### src/rtl/cswin_pkg.sv
package cswin_pkg;
    localparam int ADDR_SHIFT = 24;
    localparam int BASE_W     = 6;
    localparam int MASK_W     = 4;
    localparam int MASK_LSB   = 8;
    localparam int VALID_BIT  = 6;
    localparam int DEV_LSB    = 10;
    localparam int DEV_W      = 2;
    localparam logic [DEV_W-1:0] DEV_NAND = 2'd2;

    typedef enum logic [1:0] {
        TGT_NONE = 2'd0,
        TGT_NOR  = 2'd1,
        TGT_NAND = 2'd2,
        TGT_FIFO = 2'd3
    } tgt_e;

    typedef struct packed {
        logic [MASK_W-1:0] mask;
        logic              valid;
        logic [BASE_W-1:0] base;
    } win_cfg_t;
endpackage

### src/rtl/cswin_cfg_bank.sv
module cswin_cfg_bank
    import cswin_pkg::*;
#(
    parameter int N_CS   = 8,
    parameter int WORD_W = 32,
    localparam int CSW   = $clog2(N_CS)
) (
    input  logic                        clk,
    input  logic                        rst_n,
    input  logic                        we,
    input  logic                        kind,
    input  logic [CSW-1:0]              idx,
    input  logic [WORD_W-1:0]           wdata,
    output win_cfg_t [N_CS-1:0]         cfg_q,
    output logic [N_CS-1:0][DEV_W-1:0]  dev_q
);
    win_cfg_t new_cfg;
    logic     unused_wbits;

    assign new_cfg.mask  = wdata[MASK_LSB +: MASK_W];
    assign new_cfg.valid = wdata[VALID_BIT];
    assign new_cfg.base  = wdata[BASE_W-1:0];
    assign unused_wbits  = ^{wdata[WORD_W-1:MASK_LSB+MASK_W], wdata[VALID_BIT+1]};

    for (genvar g = 0; g < N_CS; g++) begin : g_win
        localparam win_cfg_t RST_CFG = '{mask: '1, valid: 1'(g == 0), base: '0};
        win_cfg_t         cfg_r;
        logic [DEV_W-1:0] dev_r;
        logic             hit_idx, win_upd, dev_upd;

        assign hit_idx = we && (idx == CSW'(g));
        // only a change of a kept bit moves the stored copy
        assign win_upd = hit_idx && !kind && (new_cfg != cfg_r);
        assign dev_upd = hit_idx && kind && (wdata[DEV_LSB +: DEV_W] != dev_r);

        always_ff @(posedge clk or negedge rst_n) begin
            if (!rst_n) begin
                cfg_r <= RST_CFG;
                dev_r <= '0;
            end else begin
                if (win_upd) cfg_r <= new_cfg;
                if (dev_upd) dev_r <= wdata[DEV_LSB +: DEV_W];
            end
        end

        assign cfg_q[g] = cfg_r;
        assign dev_q[g] = dev_r;

        assert_cfg_write_R5: assert property (@(posedge clk) disable iff (!rst_n)
            (hit_idx && !kind) |=> (cfg_r == $past(new_cfg)));

        assert_reset_state_R1: assert property (@(posedge clk) disable iff (!rst_n)
            $rose(rst_n) |-> ((cfg_r == RST_CFG) && (dev_r == '0)));
    end
endmodule

### src/rtl/cswin_match.sv
module cswin_match
    import cswin_pkg::*;
#(
    parameter int IDX  = 0,
    parameter int CSW  = 3,
    parameter int HI_W = 8
) (
    input  logic [HI_W-1:0]  addr_hi,
    input  win_cfg_t         cfg,
    input  logic [DEV_W-1:0] dev,
    input  logic             pf_on,
    input  logic [CSW-1:0]   pf_cs,
    input  logic             zero_ok,
    output logic             hit,
    output logic             bad,
    output logic [1:0]       route
);
    logic [BASE_W-1:0] amask;
    logic              in_space, legal;
    tgt_e              route_e;

    assign amask    = {{(BASE_W-MASK_W){1'b1}}, cfg.mask};
    assign in_space = (addr_hi[HI_W-1:BASE_W] == '0);
    assign hit      = cfg.valid && in_space &&
                      ((addr_hi[BASE_W-1:0] & amask) == (cfg.base & amask));

    always_comb begin
        unique case (cfg.mask)
            4'h8, 4'hC, 4'hE, 4'hF: legal = 1'b1;
            4'h0:                   legal = zero_ok;
            default:                legal = 1'b0;
        endcase
    end
    assign bad = cfg.valid && !legal;

    always_comb begin
        if (!cfg.valid)
            route_e = TGT_NONE;
        else if (dev == DEV_NAND)
            route_e = (pf_on && (pf_cs == CSW'(IDX))) ? TGT_FIFO : TGT_NAND;
        else
            route_e = TGT_NOR;
    end
    assign route = route_e;
endmodule

### src/rtl/cswin_arbiter.sv
module cswin_arbiter
    import cswin_pkg::*;
#(
    parameter int N_CS = 8
) (
    input  logic [N_CS-1:0]       hits,
    input  logic [N_CS-1:0][1:0]  routes,
    output logic [N_CS-1:0]       sel,
    output logic [1:0]            tgt,
    output logic                  overlap
);
    // isolate lowest set bit; any second bit means a collision
    assign sel     = hits & (~hits + 1'b1);
    assign overlap = |(hits & (hits - 1'b1));

    always_comb begin
        tgt = TGT_NONE;
        for (int i = 0; i < N_CS; i++) begin
            if (sel[i]) tgt = routes[i];
        end
    end
endmodule

### src/rtl/cs_window_decoder.sv
module cs_window_decoder
    import cswin_pkg::*;
#(
    parameter int N_CS   = 8,
    parameter int WORD_W = 32,
    localparam int CSW   = $clog2(N_CS),
    localparam int HI_W  = WORD_W - ADDR_SHIFT
) (
    input  logic                clk,
    input  logic                rst_n,
    input  logic                cfg_we,
    input  logic                cfg_kind,
    input  logic [CSW-1:0]      cfg_idx,
    input  logic [WORD_W-1:0]   cfg_wdata,
    input  logic                pf_on,
    input  logic [CSW-1:0]      pf_cs,
    input  logic                zero_mask_ok,
    input  logic [WORD_W-1:0]   addr,
    output logic [N_CS-1:0]     cs_sel,
    output logic [1:0]          tgt,
    output logic [2*N_CS-1:0]   win_tgt,
    output logic [N_CS-1:0]     bad_mask,
    output logic                overlap
);
    win_cfg_t [N_CS-1:0]         cfg_q;
    logic [N_CS-1:0][DEV_W-1:0]  dev_q;
    logic [N_CS-1:0]             hits;
    logic [N_CS-1:0][1:0]        routes;
    logic                        unused_low;

    assign unused_low = ^addr[ADDR_SHIFT-1:0];

    cswin_cfg_bank #(.N_CS(N_CS), .WORD_W(WORD_W)) u_bank (
        .clk   (clk),
        .rst_n (rst_n),
        .we    (cfg_we),
        .kind  (cfg_kind),
        .idx   (cfg_idx),
        .wdata (cfg_wdata),
        .cfg_q (cfg_q),
        .dev_q (dev_q)
    );

    for (genvar g = 0; g < N_CS; g++) begin : g_match
        cswin_match #(.IDX(g), .CSW(CSW), .HI_W(HI_W)) u_match (
            .addr_hi (addr[WORD_W-1:ADDR_SHIFT]),
            .cfg     (cfg_q[g]),
            .dev     (dev_q[g]),
            .pf_on   (pf_on),
            .pf_cs   (pf_cs),
            .zero_ok (zero_mask_ok),
            .hit     (hits[g]),
            .bad     (bad_mask[g]),
            .route   (routes[g])
        );
        assign win_tgt[2*g +: 2] = routes[g];
    end

    cswin_arbiter #(.N_CS(N_CS)) u_arb (
        .hits    (hits),
        .routes  (routes),
        .sel     (cs_sel),
        .tgt     (tgt),
        .overlap (overlap)
    );

    assert_sel_onehot_R9: assert property (@(posedge clk) disable iff (!rst_n)
        $onehot0(cs_sel));

    assert_idle_target_R9: assert property (@(posedge clk) disable iff (!rst_n)
        (cs_sel == '0) |-> (tgt == TGT_NONE));

    assert_overlap_selects_R7: assert property (@(posedge clk) disable iff (!rst_n)
        overlap |-> (cs_sel != '0));

    assert_fifo_claimed_R8: assert property (@(posedge clk) disable iff (!rst_n)
        (tgt == TGT_FIFO) |-> (pf_on && cs_sel[pf_cs]));
endmodule

### config.mk
export PLATFORM = sky130hd
export DESIGN_NAME = cs_window_decoder
export DESIGN_NICKNAME = d
export VERILOG_FILES = /design/src/rtl/cswin_pkg.sv /design/src/rtl/cswin_cfg_bank.sv /design/src/rtl/cswin_match.sv /design/src/rtl/cswin_arbiter.sv /design/src/rtl/cs_window_decoder.sv
export SDC_FILE = /design/constraint.sdc
export NUM_CORES = 1
export LEC_CHECK = 0
export BUFFER_PORTS_ARGS = -buffer_cell sky130_fd_sc_hd__buf_2
export CELL_PAD_IN_SITES_DETAIL_PLACEMENT = 0
export CELL_PAD_IN_SITES_GLOBAL_PLACEMENT = 1
export CORE_MARGIN = 4
export CORE_UTILIZATION = 41
export CTS_BUF_LIST = sky130_fd_sc_hd__clkbuf_4 sky130_fd_sc_hd__clkbuf_8
export DETAILED_ROUTE_END_ITERATION = 12
export MAX_ROUTING_LAYER = met4
export PLACE_DENSITY = 0.81
export SETUP_SLACK_MARGIN = 0.02
export SLEW_MARGIN = 30
export SYNTH_ARGS = -nofsm -noshare
export SYNTH_HDL_FRONTEND = slang
export SYNTH_SLANG_ARGS = --single-unit
export TNS_END_PERCENT = 20
### constraint.sdc
create_clock -name clk -period 2.04 [get_ports clk]
set_clock_uncertainty 0.1 [all_clocks]
set_input_delay 0.102 -clock clk [delete_from_list [all_inputs] [get_ports clk]]
set_output_delay 0.102 -clock clk [all_outputs]
set_load 0.05 [all_outputs]
* Word level (Yosys, flattened, before mapping)
Cells that the tools add are included.
** Word-level totals
- Register bits after elaboration :: 104
- Output and inout bits :: 35
- Word-level logic and storage cells :: 272
** Cells by class
- Add/subtract/negate cells :: 2
- Eq/ne operators :: 78
- Mux-type cells :: 40
- Bitwise operators :: 19
- Reduce and logical (&&, ||, !) cells :: 101
** Operators by type and width (number)
- $eq A4 B4 Y1 const B :: 32
- $and A6 B6 Y6 :: 16
- $ne A11 B11 Y1 :: 8
- $logic_and A1 B1 Y1 :: 72
- $eq A6 B6 Y1 :: 8
- $mux W2 :: 24
- $logic_not A4 Y1 :: 8
- $reduce_or A4 Y1 :: 8
- $eq A3 B3 Y1 const B :: 8
- $and A8 B8 Y8 :: 2
- $eq A2 B2 Y1 const B :: 8
- $ne A2 B2 Y1 :: 8
- $pmux W1 S2 :: 8
- $eq A3 B2 Y1 const B :: 4
- $logic_not A1 Y1 :: 9
- $add A8 B1 Y8 const B :: 1
- $mux W1 :: 8
- $not A8 Y8 :: 1
- $reduce_or A8 Y1 :: 1
- $sub A8 B1 Y8 const B :: 1
- $eq A3 B1 Y1 const B :: 2
- $logic_not A3 Y1 :: 2
- $logic_not A2 Y1 :: 1

* Logic depth before layout (Yosys ltp)
Gate-level depths: netlist of run 1.
- Depth after elaboration :: 14
- Depth in mapped cells :: 9

* Hierarchy
A second synthesis of run 1 with hierarchy kept.
** Unflattened totals
- Cell total of the unflattened synthesis :: 585
- Area total of the unflattened synthesis :: 6686.4 um^2
** Modules (own cells, without submodules)
- cswin_cfg_bank :: times used 1, cells each 380, area an instance 5213.8 um^2
- cswin_match at g_match[0].u_match ... :: times used 4, cells each 19, area an instance 142.6 um^2
- cswin_arbiter :: times used 1, cells each 52, area an instance 331.6 um^2
- cswin_match at g_match[1].u_match ... :: times used 2, cells each 19, area an instance 143.9 um^2
- cswin_match at g_match[4].u_match :: times used 1, cells each 20, area an instance 142.6 um^2
- cswin_match at g_match[7].u_match :: times used 1, cells each 19, area an instance 140.1 um^2

* Worst setup path before layout of run 1
No wires, ideal clock.
- Path type :: register to output
- Start point :: register u_bank.g_win[6].cfg_r, in the netlist u_bank.cfg_q[68]
- End point :: output tgt[0]
- Arrival :: 3.281 ns
- Data required time :: 1.838 ns
- Slack :: -1.443 ns
- Cell stages (with the launch flop) :: 8
- Cells stage by stage :: dfrtp_1 -> xor2_1 -> a22o_1 -> a221oi_2 -> nand4_2 -> nor3_1 -> a211oi_1 -> a221oi_2
** Between the ends
- Cells in the longest elaborated chain, start to end :: 8
** RTL lines
- from (decl) :: RTL line cswin_cfg_bank.sv:27 : win_cfg_t cfg_r;
- from (signal assigned) :: RTL line cswin_cfg_bank.sv:41 : if (win_upd) cfg_r <= new_cfg;
- $and A6 B6 Y6 (*) :: RTL line cswin_match.sv:25 : ((addr_hi[BASE_W-1:0] & amask) == (cfg.base & amask));
- $eq A6 B6 Y1 (*) :: RTL line cswin_match.sv:25
- $logic_and A1 B1 Y1 (*) :: RTL line cswin_match.sv:24 : assign hit = cfg.valid && in_space &&
- $not A8 Y8 :: RTL line cswin_arbiter.sv:13 : assign sel = hits & (~hits + 1'b1);
- $add A8 B1 Y8 :: RTL line cswin_arbiter.sv:13
- $and A8 B8 Y8 (*) :: RTL line cswin_arbiter.sv:13
- via cs_sel[6] :: RTL line cs_window_decoder.sv:19 : output logic [N_CS-1:0] cs_sel,
- $mux W2 (*) (2 in a row) :: RTL line cswin_arbiter.sv:19 : if (sel[i]) tgt = routes[i];
- to (decl) :: RTL line cs_window_decoder.sv:20 : output logic [1:0] tgt,
The timed path passes the listed nets; every way through them passes the cells marked *.

* Final worst setup path of run 1
- Start point :: register u_bank.g_win[1].cfg_r, in the netlist u_bank.cfg_q[13]
- End point :: output tgt[0]
** Between the ends
- Cells in the longest elaborated chain, start to end :: 13
** RTL lines (RTL line)
- from (decl) :: cswin_cfg_bank.sv:27
- from (signal assigned) :: cswin_cfg_bank.sv:41
- $and A6 B6 Y6 (*) :: cswin_match.sv:25
- $eq A6 B6 Y1 (*) :: cswin_match.sv:25
- $logic_and A1 B1 Y1 (*) :: cswin_match.sv:24
- $not A8 Y8 :: cswin_arbiter.sv:13
- $add A8 B1 Y8 :: cswin_arbiter.sv:13
- $and A8 B8 Y8 (*) :: cswin_arbiter.sv:13
- $mux W2 (6 in a row) :: cswin_arbiter.sv:19
- $mux W2 (*) :: cswin_arbiter.sv:19
Mark *: on every way between the ends. The rest lies on a longest branch, timed or not.

==> results of run 1 <==
synthesized netlist by cell type, types with 2 or more instances:
cell type | n | area share, %
and2_1 | 2 | 0.19
inv_1 | 19 | 1.1
or4b_1 | 3 | 0.45
a211oi_1 | 2 | 0.23
o21ai_1 | 3 | 0.23
nor2b_1 | 3 | 0.28
nand4b_1 | 2 | 0.26
buf_6 | 5 | 0.85
clkbuf_1 | 6 | 0.34
buf_2 | 29 | 2.2
nand2b_1 | 5 | 0.47
mux2_1 | 51 | 8.6
a311oi_1 | 3 | 0.40
nor3b_1 | 6 | 0.68
nor4b_1 | 2 | 0.26
nand3_1 | 14 | 1.1
xor2_1 | 34 | 4.5
nand4_2 | 2 | 0.38
a221oi_2 | 4 | 0.90
o311a_1 | 4 | 0.60
and3_1 | 7 | 0.66
a21boi_0 | 2 | 0.23
nand2_1 | 16 | 0.90
nand3_4 | 2 | 0.53
o22ai_1 | 3 | 0.28
dfrtp_1 | 71 | 27
nor4_1 | 4 | 0.38
nand4_1 | 20 | 1.9
dfstp_2 | 33 | 13
nand3b_1 | 2 | 0.23
nor2_1 | 19 | 1.1
nand4_4 | 2 | 0.64
xnor2_1 | 102 | 13
o31a_1 | 3 | 0.40
o21ai_0 | 9 | 0.68
a21oi_1 | 10 | 0.75
nor3_1 | 14 | 1.1
a22oi_1 | 12 | 1.4
nor4_2 | 2 | 0.38
mux2_2 | 45 | 7.6
buf_4 | 11 | 1.2
report_power, final:
| group | internal, mW | total, mW | switching [mW] |
|---|---|---|---|
| sequential | 2.66 | 3.10 | 0.441 |
| combinational | 1.87 | 3.73 | 1.86 |
| clock | 0.495 | 1.30 | 0.801 |
| total | 5.03 | 8.13 | 3.10 |
how the worst min path moves through the flow:
stage                            end  start  slack (ns)
floorplan            u_bank.cfg_q[0]  rst_n       -0.29
global placement    u_bank.cfg_q[39]  rst_n       -0.10
detailed placement  u_bank.cfg_q[39]  rst_n        -0.1
CTS                 u_bank.cfg_q[35]  rst_n        0.02
global route        u_bank.cfg_q[34]  rst_n        0.04
finish              u_bank.cfg_q[34]  rst_n        0.02
worst reg2reg max path, cell delays in order (launching register included):
cell and delay (ns):
dfstp_2 0.56, buf_6 0.10, buf_4 0.09, xnor2_1 0.06, nand4_1 0.08, nor3_1 0.05, or4b_1 0.48, buf_6 0.18
mux2_1 0.33
cells by family after synthesis:
family / synth area share, %
AO/OA/AOI/OAI: 7.13
XOR/XNOR: 17.9
adder cells (fa/ha/maj): 0.151
buffers and inverters: 5.68
flip-flops: 39.8
multiplexers: 16.3
AND/OR/NAND/NOR: 13.1
metal layers:
metal	wire length (um)	vias to the layer above
met5	0	-
met4	735	0
met3	1040	43
met2	10200	136
met1	8550	2730
li1	-	2535
state kept, by name, summed over array words and instances, names as in the netlist:
signal,count
u_bank.g_win.dev_r,16
u_bank.cfg_q,88
what timing repair did:
item / 4_1_cts / 5_1_grt
pin swaps: 26 / 8
hold buffers: 1 / 0
cloned: 1 / 0
setup buffers: 10 / 5
setup endpoints to repair: 67 / 97
resized for setup: 62 / 23
hold endpoints to repair: 80 / 0
final cells by class:
cell class                      count  area [sq um]  share of cell area, %
Sequential cell                   104          2640                   28.8
Clock buffer                       10           138                   1.50
Inverter                           19          73.8                  0.804
Multi-Input combinational cell    432          3920                   42.7
Clock inverter                      6          50.0                  0.545
Timing Repair Buffer              249          2080                   22.7
Tap cell                          216           270                   2.94
==> flow_summary.yaml, run 1 <==
run_status:
  status: "finished, violations left"
  violations: "setup timing"
global_routing:
  grt-ovfl-total: 0
  grt.total_usage_pct: 23.8
  grt_pass1_wl_um: 32500
  grt_max_degree: 61
  antenna_found_initial: 0
  grt_pass1_vias: 5939
  grt_util_met3_pct: 4.20
  top_usage_layer: "met2"
  use_met1_pct: 29.1
  grtUsageMet2_pct: 39.1
placement:
  placed_cells: 1004
  place_worst_setup_slack_ns: -0.464
  portBuffers: 65
  gp_congestion: 0.935
  place_area_sq_um: 8520
  dp_hpwl_um: 15400
setup_path:
  crit_cells: 9
  critPathArrivalTime_ns: 2.58
  path_class: "reg -> out"
  crit_path_max_fanout: 5
  slowest_delay_ns: 0.42
  r2r_end: "u_bank.cfg_q[59]"
  path_delay_family: "compound AO/OA/AOI/OAI gates"
  reg2reg_depth: 8
  crit_required_ns: 1.84
  critPathBufInv: 2
  critPathCapture: "tgt[0]"
  startpoint: "u_bank.cfg_q[13]"
  crit_path_start_kind: "flip-flop"
  r2r_slack_ns: -0.09
  crit_chain: "xor2_2 > a221oi_4 > buf_6 > nand3_4 > o31ai_2 > o22a_1 > o22ai_1 > a221oi_4 > buf_6"
  reg2reg_from: "u_bank.cfg_q[64]"
  crit_path_end_kind: "output port"
  cpMaxStageDelayCell: "dfrtp_1"
drt:
  drt_iter0_drc: 298
  num_vias: 5444
  routed_wl_um: 20600
  post_drt_wl_per_cell_um: 19.9
  first_pass_iters: 4
  viasPerCell: 5.25
  drcViolationCount: 0
  ant_nets: 0
yosys:
  synth_cells: 605
  synth_nets: 681
  async_flop_share_pct: 100
  synth.avg_cell_area_sq_um: 11.0
  netlist_area_sq_um: 6650
  synth_edf_count: 0
  synth_flop_cell: "dfrtp_1"
  ys_seq_elements: 104
  ys_warn_count: 0
  yosysSeqAreaShare_pct: 39.8
  synth_cell_types: 58
cells_and_area:
  n_antenna_cell: 0
  nFillCells: 1339
  fin_util_pct: 57.8
  drive_gt1_share_pct: 49.5
  final_cell_area_sq_um: 9180
  area_delta_synth_final_pct: 38.1
  mostFrequentLayoutCells: "buf_4, xnor2_1, dfrtp_1, buf_2, mux2_2"
  stdcell_count: 1036
  fin_nets: 891
  final_common_cell: "buf_4"
sta:
  final.period_utilization_pct: 136
  worstMarginPinSlew_ns: 0.829
  slew_viol_final: 0
  setup_viol: 44
  fin_crit_ns: 2.78
  hold_viol_final: 0
  fin_hold_ws_ns: 0.0201
  rsz0062_at_grt: "true"
  final.setup.worst_slack_ns: -0.739
  max_freq_mhz: 360
  timing.setup.tns_ns: -6.30
  maxSlewHeadroom_pct: 44.3
clock_network:
  cts_root_buf: "clkbuf_8"
  clk_pin_slew_ns: 0.11
  cts.sinks: 104
  cts_tree: "built"
  cts.path.max_buffers: 2
  clkLatencyLatePin_ns: 0.41
  numCtsBuffers: 9
  htree_levels: 3
power_and_ir_drop:
  p_leak_nw: 3.97
  vdd_drop_max_v: 0.000409
  pwr_density_cell_nw_per_um2: 886
  p_total_mw: 8.13
min_path:
  hp-class: "in -> async"
floorplan:
  die_y_um: 135
  core_area_sq_um: 15900
  start_util_pct: 41.8
  dieArea_sq_um: 18300
  rows: 46
  chipWidth_um: 135
  ios: 111
flow_run:
  timing.max_cap.violations: 0
Note: power is estimated with default switching activity, not from simulation.
==> run 2: changes to the inputs <==
--- a/config.mk
+++ b/config.mk
@@ -7,4 +7,5 @@
 export LEC_CHECK = 0
 export BUFFER_PORTS_ARGS = -buffer_cell sky130_fd_sc_hd__buf_2
+export CAP_MARGIN = 10
 export CELL_PAD_IN_SITES_DETAIL_PLACEMENT = 0
 export CELL_PAD_IN_SITES_GLOBAL_PLACEMENT = 1
==> constraint.sdc (replaced) <==
create_clock -name clk -period 2.04 [get_ports clk]
set_clock_uncertainty 0.1 [all_clocks]
set_input_delay 0.306 -clock clk [delete_from_list [all_inputs] [get_ports clk]]
set_output_delay 0.306 -clock clk [all_outputs]
set_load 0.05 [all_outputs]
==> run 2 against run 1 <==
- the run still ends with setup timing left
- critical path depth down 1
- sequential power decreased by 1%
- cell count rose by 1.5%
- non-clock buffer count is 16 higher
- largest cell class unchanged
- largest power group unchanged
- highest routed layer unchanged
==> flow_summary.yaml, run 2 (synthesis results as in run 1) <==
run_status:
  status: "finished, violations left"
  violations: "setup timing"
global_routing:
  grt.total_usage_pct: 24.2
  grt_pass1_vias: 6053
  antenna_found_initial: 0
  grt-ovfl-total: 0
  grt_max_degree: 37
  grt_pass1_wl_um: 33100
drt:
  post_drt_wl_per_cell_um: 20.0
  routed_wl_um: 21000
  first_pass_iters: 5
  viasPerCell: 5.37
  num_vias: 5652
  drcViolationCount: 0
  ant_nets: 0
  drt_iter0_drc: 260
floorplan:
  start_util_pct: 41.8
  core_area_sq_um: 15900
  rows: 46
  die_y_um: 135
  chipWidth_um: 135
  dieArea_sq_um: 18300
  ios: 111
sta:
  fin_crit_ns: 2.96
  rsz0062_at_grt: "true"
  maxSlewHeadroom_pct: 71.8
  hold_viol_final: 0
  setup_viol: 54
  worstMarginPinSlew_ns: 0.423
  final.period_utilization_pct: 145
  final.setup.worst_slack_ns: -0.917
  timing.setup.tns_ns: -9.02
  slew_viol_final: 0
  max_freq_mhz: 338
setup_path:
  path_delay_family: "compound AO/OA/AOI/OAI gates"
  slowest_delay_ns: 0.43
  critPathArrivalTime_ns: 2.55
  crit_required_ns: 1.63
  crit_chain: "xor2_2 > a221oi_4 > nand3_4 > o31ai_1 > o22a_1 > o22ai_1 > a221oi_4 > buf_6"
  crit_path_start_kind: "flip-flop"
  crit_top_cell: "a221oi_4"
  cpMaxStageDelayCell: "dfrtp_1"
  critPathBufInv: 1
  crit_path_max_fanout: 5
  path_class: "reg -> out"
  crit_path_end_kind: "output port"
placement:
  placed_cells: 1023
  dp_hpwl_um: 16000
  gp_congestion: 0.911
  portBuffers: 65
  place_area_sq_um: 8570
power_and_ir_drop:
  p_total_mw: 8.63
  vdd_drop_max_v: 0.000569
  p_leak_nw: 4.13
  pwr_density_cell_nw_per_um2: 915
cells_and_area:
  mostFrequentLayoutCells: "buf_4, xnor2_1, dfrtp_1, mux2_2, buf_2"
  drive_gt1_share_pct: 52.6
  n_antenna_cell: 0
  largest_reg_flops: 88
  stdcell_count: 1052
  area_delta_synth_final_pct: 41.7
  final_common_cell: "buf_4"
  fin_nets: 907
  final_cell_area_sq_um: 9420
clock_network:
  cts_root_buf: "clkbuf_8"
  numCtsBuffers: 9
  cts.path.max_buffers: 2
  clk_pin_slew_ns: 0.10
  cts.sinks: 104
  cts_tree: "built"
  htree_levels: 3
  clkLatencyLatePin_ns: 0.39
flow_run:
  timing.max_cap.violations: 0
min_path:
  hp-class: "in -> reg"
## run 2: changes by cell type in the layout (fill, tap and decap cells not counted), sizes merged
cell    change
bufinv      +3
clkinv      -1
buf        +16
inv         -2
## run 2: routing by layer
metal,up-vias,track usage [%],wire [um]
met3,51,2.64,1140
met5,-,-,0
met2,205,38.9,9810
met1,2832,31.6,9380
li1,2564,-,-
met4,0,9.18,698
## run 2: path summary, 6_finish.rpt
check                                         start  cells after the start                       end  slack, ns
min reg2reg                u_bank.g_win[7].dev_r[1]                      1  u_bank.g_win[7].dev_r[1]       0.41
min                                    cfg_wdata[9]                      2          u_bank.cfg_q[30]       0.21
min in group asynchronous                     rst_n                      2           u_bank.cfg_q[0]       0.29
max reg2reg                        u_bank.cfg_q[36]                      8          u_bank.cfg_q[34]      -0.13
max in group asynchronous                     rst_n                      3          u_bank.cfg_q[18]       0.84
max                                u_bank.cfg_q[13]                      8                    tgt[0]      -0.92
## run 2: power by group
group          switching, mW  internal (mW)  leakage (nW)
logic                   1.96           2.01          2.80
clock network          0.760          0.836         0.121
registers              0.402           2.66          1.21
## run 2: area by class of cell
class,instances,area (sq um)
fill,1312,6460
clock buffer,10,131
timing repair buffer,265,2190
tap,216,270
multi-input combinational,432,3990
clock inverter,6,115
inverter,19,76.3
sequential,104,2650
## run 2: repair_timing
action	4_1_cts	5_1_grt
buffers inserted	6	7
pin swaps	21	9
hold endpoints to repair	14	0
cloned	0	1
resized for setup	89	47
hold buffers	1	0
setup endpoints to repair	74	94
## run 2: per-stage QoR
| stage | util, % | hold slack (ns) | worst slack, ns |
|---|---|---|---|
| after floorplan | - | -0.0896 | -0.937 |
| after global placement | 53.9 | 0.159 | -0.737 |
| after detailed placement | 54.0 | 0.165 | -0.849 |
| after CTS | 57.8 | 0.195 | -0.924 |
| after global routing | 59.3 | 0.209 | -1.06 |
| final | 59.3 | 0.215 | -0.917 |
## run 2: worst register-to-register path, delay by kind of cell (launching register included)
kind,cells,cell delay [ns]
xor+xnor,1,0.12
flops,1,0.43
mux,1,0.30
buf+inv,3,0.47
simple gates,3,0.66
